**src/rtl/qf_pkg.sv**
```systemverilog
`timescale 1ns/1ps
package qf_pkg;

  // States of the word-by-word fetch machine
  typedef enum logic [1:0] {
    FS_IDLE = 2'd0,
    FS_REQ  = 2'd1,
    FS_WAIT = 2'd2,
    FS_HOLD = 2'd3
  } fetch_st_e;

endpackage

```
**src/rtl/qf_doorbell.sv**
```systemverilog
`timescale 1ns/1ps
// Outstanding-command counter, sticky overflow and issued-command counter
module qf_doorbell #(
  parameter int DB_W  = 20,
  parameter int ISS_W = 32
) (
  input  logic             clk,
  input  logic             rst_n,
  input  logic             db_wr,
  input  logic [DB_W-1:0]  db_val,
  input  logic             take,
  input  logic             cfg_wr,
  output logic [DB_W-1:0]  db_count,
  output logic             db_ovf,
  output logic [ISS_W-1:0] issue_cnt
);

  localparam int SUM_W = DB_W + 1;

  logic [DB_W-1:0]  cnt_q, cnt_d;
  logic             ovf_q, ovf_d;
  logic [ISS_W-1:0] iss_q, iss_d;
  logic [SUM_W-1:0] sum;
  logic             cnt_en, iss_en;

  always_comb begin
    sum    = {1'b0, cnt_q}
           + (db_wr ? {1'b0, db_val} : {SUM_W{1'b0}})
           - {{DB_W{1'b0}}, take};
    cnt_d  = sum[DB_W-1:0];
    ovf_d  = ovf_q | sum[DB_W];
    cnt_en = db_wr | take;
    iss_d  = cfg_wr ? {ISS_W{1'b0}} : iss_q + ISS_W'(1);
    iss_en = cfg_wr | take;
  end

  always_ff @(posedge clk or negedge rst_n) begin
    if (!rst_n) begin
      cnt_q <= '0;
      ovf_q <= 1'b0;
      iss_q <= '0;
    end else begin
      if (cnt_en) begin
        cnt_q <= cnt_d;
        ovf_q <= ovf_d;
      end
      if (iss_en) iss_q <= iss_d;
    end
  end

  assign db_count  = cnt_q;
  assign db_ovf    = ovf_q;
  assign issue_cnt = iss_q;

endmodule

```
**src/rtl/qf_asm.sv**
```systemverilog
`timescale 1ns/1ps
// Command assembly buffer: one register per word slot
module qf_asm #(
  parameter int WORD_W    = 64,
  parameter int INS_WORDS = 8
) (
  input  logic                        clk,
  input  logic                        we,
  input  logic [$clog2(INS_WORDS)-1:0] idx,
  input  logic [WORD_W-1:0]           wdata,
  output logic [WORD_W*INS_WORDS-1:0] ins_data
);

  localparam int SLOT_W = $clog2(INS_WORDS);

  for (genvar g = 0; g < INS_WORDS; g++) begin : g_slot
    logic [WORD_W-1:0] slot_q;
    logic              slot_en;

    assign slot_en = we && (idx == SLOT_W'(g));

    always_ff @(posedge clk) begin
      if (slot_en) slot_q <= wdata;
    end

    assign ins_data[g*WORD_W +: WORD_W] = slot_q;
  end

endmodule

```
**src/rtl/qf_walker.sv**
```systemverilog
`timescale 1ns/1ps
// Segment walker: issues word reads, follows links, releases segments
module qf_walker
  import qf_pkg::*;
#(
  parameter int ADDR_W    = 40,
  parameter int ALIGN     = 7,
  parameter int SIZE_W    = 13,
  parameter int POOL_W    = 3,
  parameter int WORD_W    = 64,
  parameter int INS_WORDS = 8,
  localparam int PTR_W    = ADDR_W - ALIGN,
  localparam int SLOT_W   = $clog2(INS_WORDS)
) (
  input  logic              clk,
  input  logic              rst_n,
  input  logic              cfg_wr,
  input  logic [PTR_W-1:0]  cfg_ptr,
  input  logic [SIZE_W-1:0] cfg_size,
  input  logic [POOL_W-1:0] cfg_pool,
  input  logic              have_work,
  output logic              mem_req_valid,
  input  logic              mem_req_ready,
  output logic [ADDR_W-1:0] mem_req_addr,
  input  logic              mem_rsp_valid,
  input  logic [PTR_W-1:0]  rsp_link,
  output logic              slot_we,
  output logic [SLOT_W-1:0] slot_idx,
  output logic              ins_valid,
  input  logic              ins_ready,
  output logic              free_valid,
  output logic [PTR_W-1:0]  free_ptr,
  output logic [POOL_W-1:0] free_pool,
  output logic              busy
);

  localparam int BYTE_SH = $clog2(WORD_W / 8);

  fetch_st_e         st_q, st_d;
  logic [PTR_W-1:0]  ptr_q, ptr_d;
  logic [SIZE_W-1:0] widx_q, widx_d;
  logic [SIZE_W-1:0] size_q;
  logic [POOL_W-1:0] pool_q;
  logic [SLOT_W-1:0] slot_q, slot_d;
  logic              fr_v_q, fr_v_d;
  logic [PTR_W-1:0]  fr_ptr_q;
  logic [POOL_W-1:0] fr_pool_q;
  logic              at_link;
  logic              link_take;
  logic              ptr_en;

  assign at_link   = (widx_q == SIZE_W'(size_q - SIZE_W'(1)));
  assign link_take = (st_q == FS_WAIT) && mem_rsp_valid && at_link;
  assign ptr_en    = cfg_wr | link_take;

  always_comb begin
    st_d    = st_q;
    ptr_d   = ptr_q;
    widx_d  = widx_q;
    slot_d  = slot_q;
    fr_v_d  = 1'b0;
    slot_we = 1'b0;
    unique case (st_q)
      FS_IDLE: if (have_work) st_d = FS_REQ;
      FS_REQ:  if (mem_req_ready) st_d = FS_WAIT;
      FS_WAIT: begin
        if (mem_rsp_valid) begin
          if (at_link) begin
            ptr_d  = rsp_link;
            widx_d = '0;
            fr_v_d = 1'b1;
            st_d   = FS_REQ;
          end else begin
            slot_we = 1'b1;
            widx_d  = widx_q + SIZE_W'(1);
            if (slot_q == SLOT_W'(INS_WORDS - 1)) begin
              slot_d = '0;
              st_d   = FS_HOLD;
            end else begin
              slot_d = slot_q + SLOT_W'(1);
              st_d   = FS_REQ;
            end
          end
        end
      end
      FS_HOLD: if (ins_ready) st_d = FS_IDLE;
      default: st_d = FS_IDLE;
    endcase
    if (cfg_wr) begin
      st_d   = FS_IDLE;
      ptr_d  = cfg_ptr;
      widx_d = '0;
      slot_d = '0;
      fr_v_d = 1'b0;
    end
  end

  always_ff @(posedge clk or negedge rst_n) begin
    if (!rst_n) begin
      st_q      <= FS_IDLE;
      ptr_q     <= '0;
      widx_q    <= '0;
      size_q    <= '0;
      pool_q    <= '0;
      slot_q    <= '0;
      fr_v_q    <= 1'b0;
      fr_ptr_q  <= '0;
      fr_pool_q <= '0;
    end else begin
      st_q   <= st_d;
      widx_q <= widx_d;
      slot_q <= slot_d;
      fr_v_q <= fr_v_d;
      if (ptr_en) ptr_q <= ptr_d;
      if (cfg_wr) begin
        size_q <= cfg_size;
        pool_q <= cfg_pool;
      end
      if (link_take) begin
        fr_ptr_q  <= ptr_q;
        fr_pool_q <= pool_q;
      end
    end
  end

  assign mem_req_valid = (st_q == FS_REQ);
  assign mem_req_addr  = {ptr_q, {ALIGN{1'b0}}} + (ADDR_W'(widx_q) << BYTE_SH);
  assign slot_idx      = slot_q;
  assign ins_valid     = (st_q == FS_HOLD);
  assign free_valid    = fr_v_q;
  assign free_ptr      = fr_ptr_q;
  assign free_pool     = fr_pool_q;
  assign busy          = (st_q != FS_IDLE);

endmodule

```
**src/rtl/chain_cmd_fetch.sv**
```systemverilog
`timescale 1ns/1ps
// Top: linked-segment command queue fetcher
module chain_cmd_fetch #(
  parameter int ADDR_W    = 40,
  parameter int ALIGN     = 7,
  parameter int SIZE_W    = 13,
  parameter int POOL_W    = 3,
  parameter int DB_W      = 20,
  parameter int ISS_W     = 32,
  parameter int WORD_W    = 64,
  parameter int INS_WORDS = 8,
  localparam int PTR_W    = ADDR_W - ALIGN,
  localparam int INS_W    = WORD_W * INS_WORDS,
  localparam int SLOT_W   = $clog2(INS_WORDS)
) (
  input  logic              clk,
  input  logic              rst_n,
  input  logic              cfg_wr,
  input  logic [PTR_W-1:0]  cfg_ptr,
  input  logic [SIZE_W-1:0] cfg_size,
  input  logic [POOL_W-1:0] cfg_pool,
  input  logic              db_wr,
  input  logic [DB_W-1:0]   db_val,
  output logic              mem_req_valid,
  input  logic              mem_req_ready,
  output logic [ADDR_W-1:0] mem_req_addr,
  input  logic              mem_rsp_valid,
  input  logic [WORD_W-1:0] mem_rsp_data,
  output logic              ins_valid,
  input  logic              ins_ready,
  output logic [INS_W-1:0]  ins_data,
  output logic              free_valid,
  output logic [PTR_W-1:0]  free_ptr,
  output logic [POOL_W-1:0] free_pool,
  output logic [DB_W-1:0]   db_count,
  output logic              db_ovf,
  output logic [ISS_W-1:0]  issue_cnt,
  output logic              q_busy
);

  logic [1:0]        rst_sync_q;
  logic              rst_n_s;
  logic              take;
  logic              slot_we;
  logic [SLOT_W-1:0] slot_idx;

  // Asynchronous assertion, synchronous release
  always_ff @(posedge clk or negedge rst_n) begin
    if (!rst_n) rst_sync_q <= 2'b00;
    else        rst_sync_q <= {rst_sync_q[0], 1'b1};
  end
  assign rst_n_s = rst_sync_q[1];

  assign take = ins_valid & ins_ready;

  qf_doorbell #(
    .DB_W  (DB_W),
    .ISS_W (ISS_W)
  ) u_db (
    .clk       (clk),
    .rst_n     (rst_n_s),
    .db_wr     (db_wr),
    .db_val    (db_val),
    .take      (take),
    .cfg_wr    (cfg_wr),
    .db_count  (db_count),
    .db_ovf    (db_ovf),
    .issue_cnt (issue_cnt)
  );

  qf_walker #(
    .ADDR_W    (ADDR_W),
    .ALIGN     (ALIGN),
    .SIZE_W    (SIZE_W),
    .POOL_W    (POOL_W),
    .WORD_W    (WORD_W),
    .INS_WORDS (INS_WORDS)
  ) u_walk (
    .clk           (clk),
    .rst_n         (rst_n_s),
    .cfg_wr        (cfg_wr),
    .cfg_ptr       (cfg_ptr),
    .cfg_size      (cfg_size),
    .cfg_pool      (cfg_pool),
    .have_work     (db_count != '0),
    .mem_req_valid (mem_req_valid),
    .mem_req_ready (mem_req_ready),
    .mem_req_addr  (mem_req_addr),
    .mem_rsp_valid (mem_rsp_valid),
    .rsp_link      (mem_rsp_data[ADDR_W-1:ALIGN]),
    .slot_we       (slot_we),
    .slot_idx      (slot_idx),
    .ins_valid     (ins_valid),
    .ins_ready     (ins_ready),
    .free_valid    (free_valid),
    .free_ptr      (free_ptr),
    .free_pool     (free_pool),
    .busy          (q_busy)
  );

  qf_asm #(
    .WORD_W    (WORD_W),
    .INS_WORDS (INS_WORDS)
  ) u_asm (
    .clk      (clk),
    .we       (slot_we),
    .idx      (slot_idx),
    .wdata    (mem_rsp_data),
    .ins_data (ins_data)
  );

endmodule

```
**config.mk**
```make
export PLATFORM = sky130hd
export DESIGN_NAME = chain_cmd_fetch
export DESIGN_NICKNAME = d
export VERILOG_FILES = /design/src/rtl/qf_pkg.sv /design/src/rtl/qf_doorbell.sv /design/src/rtl/qf_asm.sv /design/src/rtl/qf_walker.sv /design/src/rtl/chain_cmd_fetch.sv
export SDC_FILE = /design/constraint.sdc
export NUM_CORES = 1
export LEC_CHECK = 0
export ABC_CLOCK_PERIOD_IN_PS = 8550
export BUFFER_PORTS_ARGS = -buffer_cell sky130_fd_sc_hd__buf_4
export CAP_MARGIN = 30
export CORE_AREA = 2 2 307 309
export DETAILED_ROUTE_END_ITERATION = 10
export DIE_AREA = 0 0 309 311
export GPL_ROUTABILITY_DRIVEN = 0
export GPL_TIMING_DRIVEN = 0
export SLEW_MARGIN = 20
export SYNTH_ARGS = -nofsm -noshare
export SYNTH_HDL_FRONTEND = slang
export SYNTH_HIERARCHICAL = 1
export SYNTH_SLANG_ARGS = --single-unit
```
**constraint.sdc**
```tcl
create_clock -name clk -period 8.55 [get_ports clk]
set_clock_uncertainty 0.1 [all_clocks]
set_input_delay 1.71 -clock clk [delete_from_list [all_inputs] [get_ports clk]]
set_output_delay 1.71 -clock clk [all_outputs]
set_load 0.01 [all_outputs]
```
## After elaboration in Yosys (flattened, before gate mapping)

Cells that the tools add are included.

- Mux-type cells: 30
- Reduce and logical (&&, ||, !) cells: 21
- Bitwise operators: 5
- $add $sub $neg: 7
- Eq/ne operators: 16

Operators by type and width:

| operator | number |
|---|---|
| $mux W33 | 4 |
| $mux W13 | 4 |
| $add A40 B16 Y40 | 1 |
| $add A32 B1 Y32 const B | 1 |
| $mux W32 | 1 |
| $add A20 B21 Y21 | 1 |
| $sub A21 B1 Y21 | 1 |
| $mux W20 | 1 |
| $reduce_bool A20 Y1 | 1 |
| $mux W3 | 5 |
| $mux W2 | 7 |
| $add A13 B1 Y13 const B | 1 |
| $eq A13 B13 Y1 | 1 |
| $sub A13 B1 Y13 const B | 1 |
| $eq A3 B3 Y1 const B | 4 |
| $logic_and A1 B1 Y1 | 10 |
| $ne A3 B2 Y1 const B | 3 |
| $pmux W2 S4 | 1 |
| $reduce_and A4 Y1 | 2 |
| $reduce_bool A2 Y1 | 4 |
| $mux W1 | 7 |
| $eq A3 B2 Y1 const B | 2 |
| $eq A2 B2 Y1 const B | 2 |
| $or A1 B1 Y1 | 4 |
| other kinds (10) | 10 |

- Output and inout port bits: 645
- Word-level logic and storage cells: 100
- Flip-flop bits (word level): 671
- Bits of input ports: 140

## Longest topological paths before layout

Gate-level depths: netlist (run 1).

- Depth after elaboration: 6
- Depth in mapped cells: 13
- Mapped depth without buffers: 13

## By module

The synthesis (run 1) kept the hierarchy.

By module, submodules not included:

| module | sequential area each (µm²) | cells an instance | instances | area an instance (µm²) |
|---|---|---|---|---|
| qf_asm | 15374.7 | 520 | 1 | 15471.1 |
| qf_walker | 2602.5 | 655 | 1 | 6343.6 |
| qf_doorbell | 1326.3 | 456 | 1 | 3841.2 |
| chain_cmd_fetch | 50.0 | 11 | 1 | 102.6 |

## Worst setup path before layout (run 1)

No wires, ideal clock.

- Path kind: input to register
- From: input mem_rsp_valid
- To: register u_asm.g_slot[0].slot_q[0] (enable)
- Library setup time: 522 ps
- Path slack: 1644 ps
- Data required time: 7928 ps
- Stages: 7
- Arrival: 6284 ps
- Path through: nand2b_1 or2_2 clkbuf_1 a311oi_1 a31oi_1 nand2_1 nor4b_2

- Word-level cells in the longest chain between the ends: 3

RTL lines:

| item | line | text |
|---|---|---|
| start, declared | chain_cmd_fetch.sv:27 | `input logic mem_rsp_valid,` |
| $mux W1 | qf_walker.sv:67 | `if (mem_rsp_valid) begin` |
| $mux W1 | qf_walker.sv:63 | `unique case (st_q)` |
| net slot_we | chain_cmd_fetch.sv:44 | `logic slot_we;` |
| $logic_and A1 B1 Y1 | qf_asm.sv:20 | `assign slot_en = we && (idx == SLOT_W'(g));` |
| net u_asm.g_slot[0].slot_en | qf_asm.sv:18 | `logic slot_en;` |
| end signal, assigned | qf_asm.sv:23 | `if (slot_en) slot_q <= wdata;` |
| end, declared | qf_asm.sv:17 | `logic [WORD_W-1:0] slot_q;` |

The timed path passes the listed nets, and every way through them passes these cells.
A chain may end at the register's enable or synchronous reset.

## Worst setup path after layout (run 1)

- From: register u_walk.widx_q[5]
- To: output mem_req_addr[38]

- Word-level cells in the longest chain between the ends: 1

RTL lines:

| item | line | text |
|---|---|---|
| start, declared | qf_walker.sv:41 | `logic [SIZE_W-1:0] widx_q, widx_d;` |
| start signal, assigned | qf_walker.sv:111 | `widx_q <= widx_d;` |
| $add A40 B16 Y40 | qf_walker.sv:127 | `assign mem_req_addr = {ptr_q, {ALIGN{1'b0}}} + (ADDR_W'(widx_q) << BYTE_SH);` |
| end, declared | chain_cmd_fetch.sv:26 | `output logic [ADDR_W-1:0] mem_req_addr,` |

No other way between the ends.

==> results_dict.tcl, run 1 <==
set metrics [dict create \
    clkTransAtPathRegs_ps 60 \
    finalHoldViolCount 0 \
    dpl_cell_area_sq_um 33700 \
    synthCells 1642 \
    syn_area_sq_um 25800 \
    ys_seq_elements 671 \
    grt_pass1_wl_microns 136000 \
    drc_errors 0 \
    hold_class "flop to asynchronous set/reset pin" \
    fin_area_sq_um 36100 \
    total_power_mw 8.32 \
    drive_gt1_share_pct 38.3 \
    root_buffer "clkbuf_16" \
    postCtsSetupBuffers 0 \
    clk_path_buf_depth 3 \
    clk_latency_ps 640 \
    post-dp-hpwl_microns 74700 \
    ys_types 81 \
    ctsHoldBuffers 0 \
    worstSetupStartpointType "flop" \
    areaGrowthSynthToFinish_pct 40.3 \
    fin_nets 2722 \
    required_ps 6740 \
    synth_top_area_cell "edfxtp_1" \
    critical_path_class "flop to output port" \
    synth_area_per_cell_sq_um 15.7 \
    max-vdd-ir-drop_mv 0.202 \
    crit_fanout 10 \
    worst_pin_slew_ps 911 \
    start_util_pct 27.8 \
    dr.pass1.iters 5 \
    core_sq_um 92800 \
    drt_iter0_drc 1537 \
    setup_ws_ps 2280 \
    fmax_ghz 0.159 \
    arrival_ps 4460 \
    synth_top_flop_cell "edfxtp_1" \
    worstSetupEndpointType "output port" \
    yosysMostFrequentCell "edfxtp_1" \
    outcome "completed" \
    leakage_nw 14.4 \
    synthTopCellsByCount "edfxtp_1, dfrtp_1, nor2_1, nand2_1, inv_1" \
    synth_top_area_share_pct 59.7 \
    slew-limit-headroom_pct 39.3 \
    async_reset_ff_share_pct 23.7 \
    wl_per_cell_microns 25.7 \
    rows 112 \
    pre_cts_ws_ps 2880 \
    ant_nets 0 \
    setup_violations 0 \
    port_buffers 780 \
    dr_total_vias 17832 \
    cts_resized 0 \
    drv_slew 0 \
    fp.dieW_microns 309 \
    die-area_sq_um 96100 \
    power.density_nw_per_um2 230 \
    pin_count 785 \
    yosys-top-cells-area "edfxtp_1, dfrtp_1, ha_1, xor2_1, nor2_1" \
    rsz0062_at_grt "false" \
    htree_levels 3 \
    ys_warn_count 6 \
    timing.hold.ws_ps 27.8 \
    drv_cap 0 \
    fin_crit_sh_pct 73.4 \
    period_needed_ps 6270 \
    ys_seq_area_share_pct 75.1 \
    die_y_microns 311 \
    routed_wirelength_microns 98600 \
    cts_tree "done" \
    clock-sinks 671 \
    cts_made_buffers 74 \
    nFillCells 8834 \
    viasPerCell 4.64 \
    grtUsageTotal_pct 19.9 \
    synth_edf_count 512 \
    grt_pass1_vias 17509 \
    antenna_found_initial 23 \
    grt_overflow_total 0 \
    grt_max_degree 48 \
]
==> routing by layer <==
metal | global-route usage [%] | share of wire [%] | vias up
li1 | - | - | 7926
met1 | 22.9 | 38 | 8985
met2 | 34.6 | 50 | 757
met3 | 6.67 | 9.2 | 142
met4 | 6.37 | 2.5 | 22
met5 | 0 | 0.15 | -
==> final cells by class <==
type	count	area (sq um)	area share, %
clock inverters	35	388	1.07
clock buffers	95	2010	5.57
multi-input cells	820	5790	16.0
flip-flops and latches	671	19400	53.6
diodes	7	17.5	0.0485
inverters	82	308	0.852
repair buffers	806	6340	17.6
plain buffers	71	352	0.973
well taps	1254	1570	4.34
==> per-stage QoR <==
step / instances / setup TNS (ps) / utilization [%]
floorplan: 1644 / 0 / -
global placement: 3678 / -230090 / 35.8
detailed placement: 3704 / 0 / 36.3
CTS: 3834 / 0 / 38.9
global route: 3839 / 0 / 38.9
finish: 3841 / 0 / 39.0
==> final timing paths <==
check / startpoint / endpoint / slack (ps) / cells after the start
max in group asynchronous: rst_sync_q[1] / u_walk/free_ptr[7] / 7040 / 4
worst min-delay path: rst_sync_q[1] / u_db/issue_cnt[5] / 30 / 0
worst min register to register: rst_sync_q[1] / u_db/issue_cnt[5] / 30 / 0
min in group clk: rst_sync_q[0] / rst_sync_q[1] / 260 / 0
worst max register to register: u_walk/size_q[3] / u_asm/g_slot[0].slot_q[47] / 3880 / 11
worst max-delay path: u_walk/widx_q[5] / mem_req_addr[38] / 2280 / 10
==> cell usage in the layout (no fill, tap or decap), drive strengths merged, types with 4 or more instances in the layout <==
| cell type | synthesis | layout |
|---|---|---|
| inv | 82 | 86 |
| nand2b | 8 | 8 |
| nor3b | 4 | 4 |
| nor4 | 10 | 10 |
| o21ai | 42 | 42 |
| a21o | 8 | 8 |
| conb | 2 | 4 |
| dfrtp | 159 | 159 |
| nor2 | 103 | 103 |
| nand3 | 41 | 41 |
| bufinv | 0 | 5 |
| xor2 | 44 | 44 |
| nor3 | 19 | 19 |
| nor2b | 7 | 7 |
| o211ai | 21 | 21 |
| and3 | 14 | 14 |
| a31oi | 36 | 36 |
| mux2i | 4 | 4 |
| nand4 | 47 | 47 |
| a2bb2oi | 4 | 4 |
| o31ai | 34 | 34 |
| edfxtp | 512 | 512 |
| o2111ai | 9 | 9 |
| nand2 | 88 | 88 |
| or3 | 7 | 7 |
| mux2 | 51 | 51 |
| a21oi | 45 | 45 |
| and4 | 11 | 11 |
| diode | 0 | 7 |
| ha | 54 | 54 |
| and4b | 5 | 5 |
| and2 | 5 | 5 |
| xnor2 | 41 | 41 |
| o21bai | 4 | 4 |
| buf | 28 | 834 |
| clkbuf | 43 | 138 |
| clkinv | 0 | 25 |
| or2 | 7 | 7 |
==> logic make-up after synthesis <==
kind of cell,after synthesis,share of synthesized area [%]
flops,671,75.1
other cells,2,0.0292
simple gates,389,8.13
fa+ha+maj,56,2.78
mux,55,2.39
compound gates,231,6.07
buf+inv,153,2.56
xor+xnor,85,2.92
==> state kept, by name, indices dropped and copies added (netlist names), 2 cells and up <==
name                 count
u_walk/pool_q            3
u_walk/slot_idx          3
rst_sync_q               2
u_walk/ptr_q            33
u_asm/g_slot.slot_q    512
u_db/db_count           20
u_walk/size_q           13
u_db/issue_cnt          32
u_walk/st_q              2
u_walk/widx_q           13
u_walk/free_ptr         33
u_walk/free_pool         3
==> critical path, stage by stage, from the launching register on <==
cell       delay [ps]
dfrtp_1           520
ha_1              290
a21oi_1           190
o21ai_0           140
a2111oi_0         580
o31ai_1           170
a21oi_1           480
clkbuf_1          650
nor3_1            130
xor2_1            460
buf_4             220
==> power by group <==
group,internal [mW],switching (mW)
logic,0.585,0.812
clock network,1.83,1.35
registers,3.61,0.123
Power figures use the tool's default switching activity.
==> run 2: changes to the inputs <==
--- a/config.mk
+++ b/config.mk
@@ -5,7 +5,7 @@
 export SDC_FILE = /design/constraint.sdc
 export NUM_CORES = 1
 export LEC_CHECK = 0
-export ABC_CLOCK_PERIOD_IN_PS = 8550
+export ABC_CLOCK_PERIOD_IN_PS = 5200
 export BUFFER_PORTS_ARGS = -buffer_cell sky130_fd_sc_hd__buf_4
 export CAP_MARGIN = 30
 export CORE_AREA = 2 2 307 309
==> constraint.sdc (replaced) <==
create_clock -name clk -period 5.2 [get_ports clk]
set_clock_uncertainty 0.1 [all_clocks]
set_input_delay 1.04 -clock clk [delete_from_list [all_inputs] [get_ports clk]]
set_output_delay 1.04 -clock clk [all_outputs]
set_load 0.01 [all_outputs]
==> run 2 against run 1 <==
  * Via count fell by 0.96%
  * Clock-buffer cell count rose by 7
  * Utilization barely moved
  * Wire length fell by 1.0%
  * Critical path depth did not move
  * Sequential share of layout area barely moved
  * Non-clock buffer count did not move
  * Critical path type unchanged
  * Largest power group unchanged
  * Highest routed layer unchanged
==> results_dict.tcl, run 2 (same netlist as run 1, synthesis figures left out) <==
set metrics [dict create \
    outcome "completed" \
    die-area_sq_um 96100 \
    arrival_ps 3680 \
    ctsHoldBuffers 0 \
    post-route-util_pct 38.9 \
    clk_latency_ps 640 \
    cp_top_family "compound AO/OA/AOI/OAI gates" \
    critPathSlowestCell "dfrtp_1" \
    grt_overflow_total 0 \
    grt_use_met3_pct 6.72 \
    seq_area_sq_um 19400 \
    final_common_cell "buf_4" \
    path_buf_inv 2 \
    r2r_start "u_walk/size_q[3]" \
    hold_class "primary input to asynchronous set/reset pin" \
    r2r_setup_slack_ps 530 \
    dp_cells 3704 \
    die_y_microns 311 \
    drt_iter0_drc 1398 \
    fin_crit_sh_pct 92.6 \
    timing.hold.ws_ps 70.0 \
    finalHoldViolCount 0 \
    dpl_cell_area_sq_um 33700 \
    largest-register "u_asm/g_slot.slot_q" \
    routed_wirelength_microns 97500 \
    clkTransAtPathRegs_ps 60 \
    fin_area_sq_um 36100 \
    drc_errors 0 \
    viasPerCell 4.60 \
    period_needed_ps 4820 \
    critical_path_class "flop to output port" \
    cts_made_buffers 74 \
    drv_slew 0 \
    ant_nets 0 \
    grtUsageTotal_pct 19.7 \
    power.density_nw_per_um2 379 \
    start_util_pct 27.8 \
    crit_chain "ha_1, a21oi_1, o21ai_0, a2111oi_1, o31ai_1, a21oi_1, clkbuf_4, nor2_1, xor2_1, buf_4" \
    pin_count 785 \
    postCtsSetupBuffers 0 \
    port_buffers 780 \
    crit_path_max_incr_delay_ps 510 \
    htree_levels 3 \
    worstSetupEndpointType "output port" \
    met2_usage_pct 33.8 \
    startpoint "u_walk/widx_q[5]" \
    crit_fanout 10 \
    largest_reg_flops 512 \
    grt_pass1_wl_microns 134000 \
    crit_path_frequent_cell "a21oi_1" \
    worstSetupStartpointType "flop" \
    nFillCells 8855 \
    fp.dieW_microns 309 \
    clock-sinks 671 \
    wl_per_cell_microns 25.4 \
    worst_pin_slew_ps 963 \
    cts_tree "done" \
    clk_path_buf_depth 3 \
    final_cell_mix "buf_4, edfxtp_1, dfrtp_1" \
    areaGrowthSynthToFinish_pct 40.3 \
    antenna_found_initial 11 \
    fmax_ghz 0.208 \
    slew-limit-headroom_pct 35.5 \
    finalSetupTns_ps 0 \
    grt_max_degree 44 \
    met1_usage_pct 23.0 \
    fin_cells 3843 \
    post-dp-hpwl_microns 73900 \
    dr.pass1.iters 7 \
    required_ps 4060 \
    core_sq_um 92800 \
    grt_busiest_layer "met2" \
    drive_gt1_share_pct 38.5 \
    dr_total_vias 17661 \
    max-vdd-ir-drop_mv 0.258 \
    grt_pass1_vias 17066 \
    setup_violations 0 \
    fin_nets 2722 \
    root_buffer "clkbuf_16" \
    multiInputGateArea_sq_um 5790 \
    rows 112 \
    leakage_nw 14.4 \
    drv_cap 0 \
]
run 2: cell types whose count changed in the layout (fill, tap and decap cells not counted), sizes merged:
cell,change
diode,-3
inv,+1
clkinvlp,+1
clkbuf,+7
clkinv,-4
run 2: layer usage:
metal	routed length, microns	vias up
met3	8950	136
met4	2760	2
met2	48500	768
li1	-	7928
met1	37400	8827
met5	13	-
run 2: final timing paths:
path,end,cells after the start
max in group asynchronous,u_walk/free_ptr[6],4
min,rst_sync_q[1],1
max reg2reg,u_asm/g_slot[0].slot_q[45],11
min reg2reg,u_db/db_count[17],0
min in group clk,rst_sync_q[1],0
max,mem_req_addr[28],10
run 2: area by class of cell:
class	instances	share of cell area (%)
antenna	4	0.0277
buffer	71	0.983
clock buffer	102	5.44
clock inverter	33	1.18
inverter	82	0.852
multi-input combinational	820	16.0
sequential	671	53.6
tap	1254	4.34
timing repair buffer	806	17.6
run 2: what timing repair did:
| action | in CTS | in global routing |
|---|---|---|
| gates cloned | 0 | 0 |
| gates resized for setup | 1 | 4 |
| setup endpoints to repair | 9 | 11 |
run 2: per-stage QoR:
| step | power [mW] | worst slack [ps] |
|---|---|---|
| after floorplan | 7.65 | 342 |
| after global placement | 8.49 | -3010 |
| after detailed placement | 8.53 | 264 |
| after CTS | 13.8 | 77.4 |
| after global routing | 14.3 | -2.32 |
| final | 13.7 | 382 |
run 2: power by group:
| part | switching [mW] | internal, mW |
|---|---|---|
| Clock | 2.29 | 2.95 |
| Combinational | 1.33 | 0.965 |
| Sequential | 0.199 | 5.94 |
| Total | 3.82 | 9.86 |
==> run 3: changes to the inputs <==
--- a/config.mk
+++ b/config.mk
@@ -6,11 +6,11 @@
 export NUM_CORES = 1
 export LEC_CHECK = 0
 export ABC_CLOCK_PERIOD_IN_PS = 5200
-export BUFFER_PORTS_ARGS = -buffer_cell sky130_fd_sc_hd__buf_4
 export CAP_MARGIN = 30
 export CORE_AREA = 2 2 307 309
 export DETAILED_ROUTE_END_ITERATION = 10
 export DIE_AREA = 0 0 309 311
+export DONT_BUFFER_PORTS = 1
 export GPL_ROUTABILITY_DRIVEN = 0
 export GPL_TIMING_DRIVEN = 0
 export SLEW_MARGIN = 20
==> run 3 against run 2 <==
  * Critical path type unchanged
  * Global-route usage is 1.8 points lower
  * Utilization is 6.5 points lower
  * Critical path depth unchanged
  * Non-clock buffer count down 781
  * Design area is 17% lower
  * Sequential power increased by 1%
  * First-iteration DRC count fell by 5.6%
  * Setup slack worse by 130 ps
  * Via count fell by 15%
  * Critical endpoint is now mem_req_addr[19]
  * Sequential share of layout area up 11 points
==> results_dict.tcl, run 3 (same netlist as run 1, synthesis figures left out) <==
set metrics [dict create \
    critical_path_class "flop to output port" \
    crit_path_max_incr_delay_ps 600 \
    drive_gt1_share_pct 12.5 \
    dr_total_vias 15072 \
    largest-register "u_asm/g_slot.slot_q" \
    dp_cells 2922 \
    routed_wirelength_microns 89800 \
    worst_pin_slew_ps 869 \
    grt_max_degree 54 \
    drt_iter0_drc 1320 \
    antenna_found_initial 14 \
    hold_class "flop to asynchronous set/reset pin" \
    viasPerCell 4.94 \
    clock-sinks 671 \
    worstSetupEndpointType "output port" \
    fin_cells 3054 \
    cp_top_family "compound AO/OA/AOI/OAI gates" \
    fin_nets 1936 \
    outcome "completed" \
    postCtsSetupBuffers 0 \
    crit_fanout 7 \
    path_buf_inv 1 \
    port_buffers 0 \
    pin_count 785 \
    die-area_sq_um 96100 \
    cts_tree "done" \
    leakage_nw 10.5 \
    drv_slew 0 \
    start_util_pct 27.8 \
    ant_nets 0 \
    final_common_cell "edfxtp_1" \
    drc_errors 0 \
    arrival_ps 3810 \
    fp.dieW_microns 309 \
    areaGrowthSynthToFinish_pct 17.0 \
    period_needed_ps 4950 \
    post-dp-hpwl_microns 67900 \
    rows 112 \
    fin_crit_sh_pct 95.2 \
    worstSetupStartpointType "flop" \
    drv_cap 0 \
    slew-limit-headroom_pct 41.8 \
    seq_area_sq_um 19400 \
    grt_overflow_total 0 \
    finalSetupTns_ps 0 \
    rsz0062_at_grt "false" \
    wl_per_cell_microns 29.4 \
    fmax_ghz 0.202 \
    grt_pass1_wl_microns 121000 \
    largest_reg_flops 512 \
    max-vdd-ir-drop_mv 0.289 \
    die_y_microns 311 \
    htree_levels 3 \
    grt_pass1_vias 14635 \
    clk_path_buf_depth 3 \
    critPathSlowestCell "xnor2_1" \
    required_ps 4060 \
    cts_made_buffers 69 \
    nFillCells 9049 \
    multiInputGateArea_sq_um 5890 \
    power.density_nw_per_um2 429 \
    core_sq_um 92800 \
    clkTransAtPathRegs_ps 60 \
    finalHoldViolCount 0 \
    crit_chain "ha_1, inv_1, fa_1, nor2b_1, o21a_1, o21a_1, o211ai_1, a21oi_2, o211ai_1, xnor2_1" \
    grtUsageTotal_pct 17.9 \
    dr.pass1.iters 5 \
    final_cell_mix "edfxtp_1, dfrtp_1, nor2_1" \
    setup_violations 0 \
    root_buffer "clkbuf_16" \
    clk_latency_ps 630 \
]
-- run 3: worst paths after layout --
path / from / to / slack, ps / depth (start not counted)
max in group asynchronous: rst_sync_q[1] / u_walk/free_ptr[6] / 3850 / 2
hold reg to reg: rst_sync_q[1] / u_db/db_count[14] / 170 / 0
setup reg to reg: u_walk/size_q[3] / u_asm/g_slot[0].slot_q[52] / 600 / 11
min in group clk: rst_sync_q[0] / rst_sync_q[1] / 250 / 0
setup / recovery: u_walk/widx_q[4] / mem_req_addr[19] / 250 / 10
hold / removal: rst_sync_q[1] / u_db/db_count[14] / 170 / 0
-- run 3: timing repair --
item	in CTS	in global routing
endpoints found under the setup margin	18	12
hold buffers	1	0
gates cloned	0	0
hold endpoints to repair	2	0
resized for setup	9	8
-- run 3: per-stage QoR --
step | hold slack (ps) | cell area [sq um] | utilization (%) | setup slack (ps) | power [mW]
2_1_floorplan | 231 | 25800 | - | 342 | 7.65
3_3_place_gp | 237 | 27300 | 29.5 | -2580 | 8.11
3_5_place_dp | 185 | 27800 | 30.0 | 216 | 8.18
4_1_cts | 185 | 30100 | 32.4 | 44.7 | 13.0
5_1_grt | 207 | 30100 | 32.5 | 44.0 | 13.5
6_report | 167 | 30100 | 32.5 | 248 | 12.9
-- run 3: metal layers --
| metal | wire length, microns | global-route usage, % |
|---|---|---|
| met1 | 31400 | 19.4 |
| met5 | 115 | 0 |
| met2 | 45200 | 31.1 |
| met4 | 2410 | 5.37 |
| met3 | 10600 | 8.27 |
-- run 3: area by class of cell --
| class | instances | area share [%] |
|---|---|---|
| diodes | 5 | 0.0415 |
| plain buffers | 71 | 1.17 |
| clock buffers | 88 | 6.10 |
| clock inverters | 38 | 1.13 |
| inverters | 82 | 1.02 |
| multi-input cells | 820 | 19.6 |
| flip-flops and latches | 671 | 64.3 |
| well taps | 1254 | 5.21 |
| repair buffers | 25 | 1.51 |
-- run 3: worst register-to-register path, stage by stage (launching register included) --
cell and delay (ps):
dfrtp_1 460, nor4_4 470, nand4b_1 270, and4_1 290
a311oi_2 400, a31oi_1 400, nand2_1 390, nor4b_4 540
buf_4 330, buf_4 250, buf_6 210, buf_6 200
-- run 3: where the power goes --
part           internal, mW  switching [mW]
Combinational         0.739            1.15
Sequential             5.94           0.273
Clock                  2.69            2.11
Total                  9.37            3.54
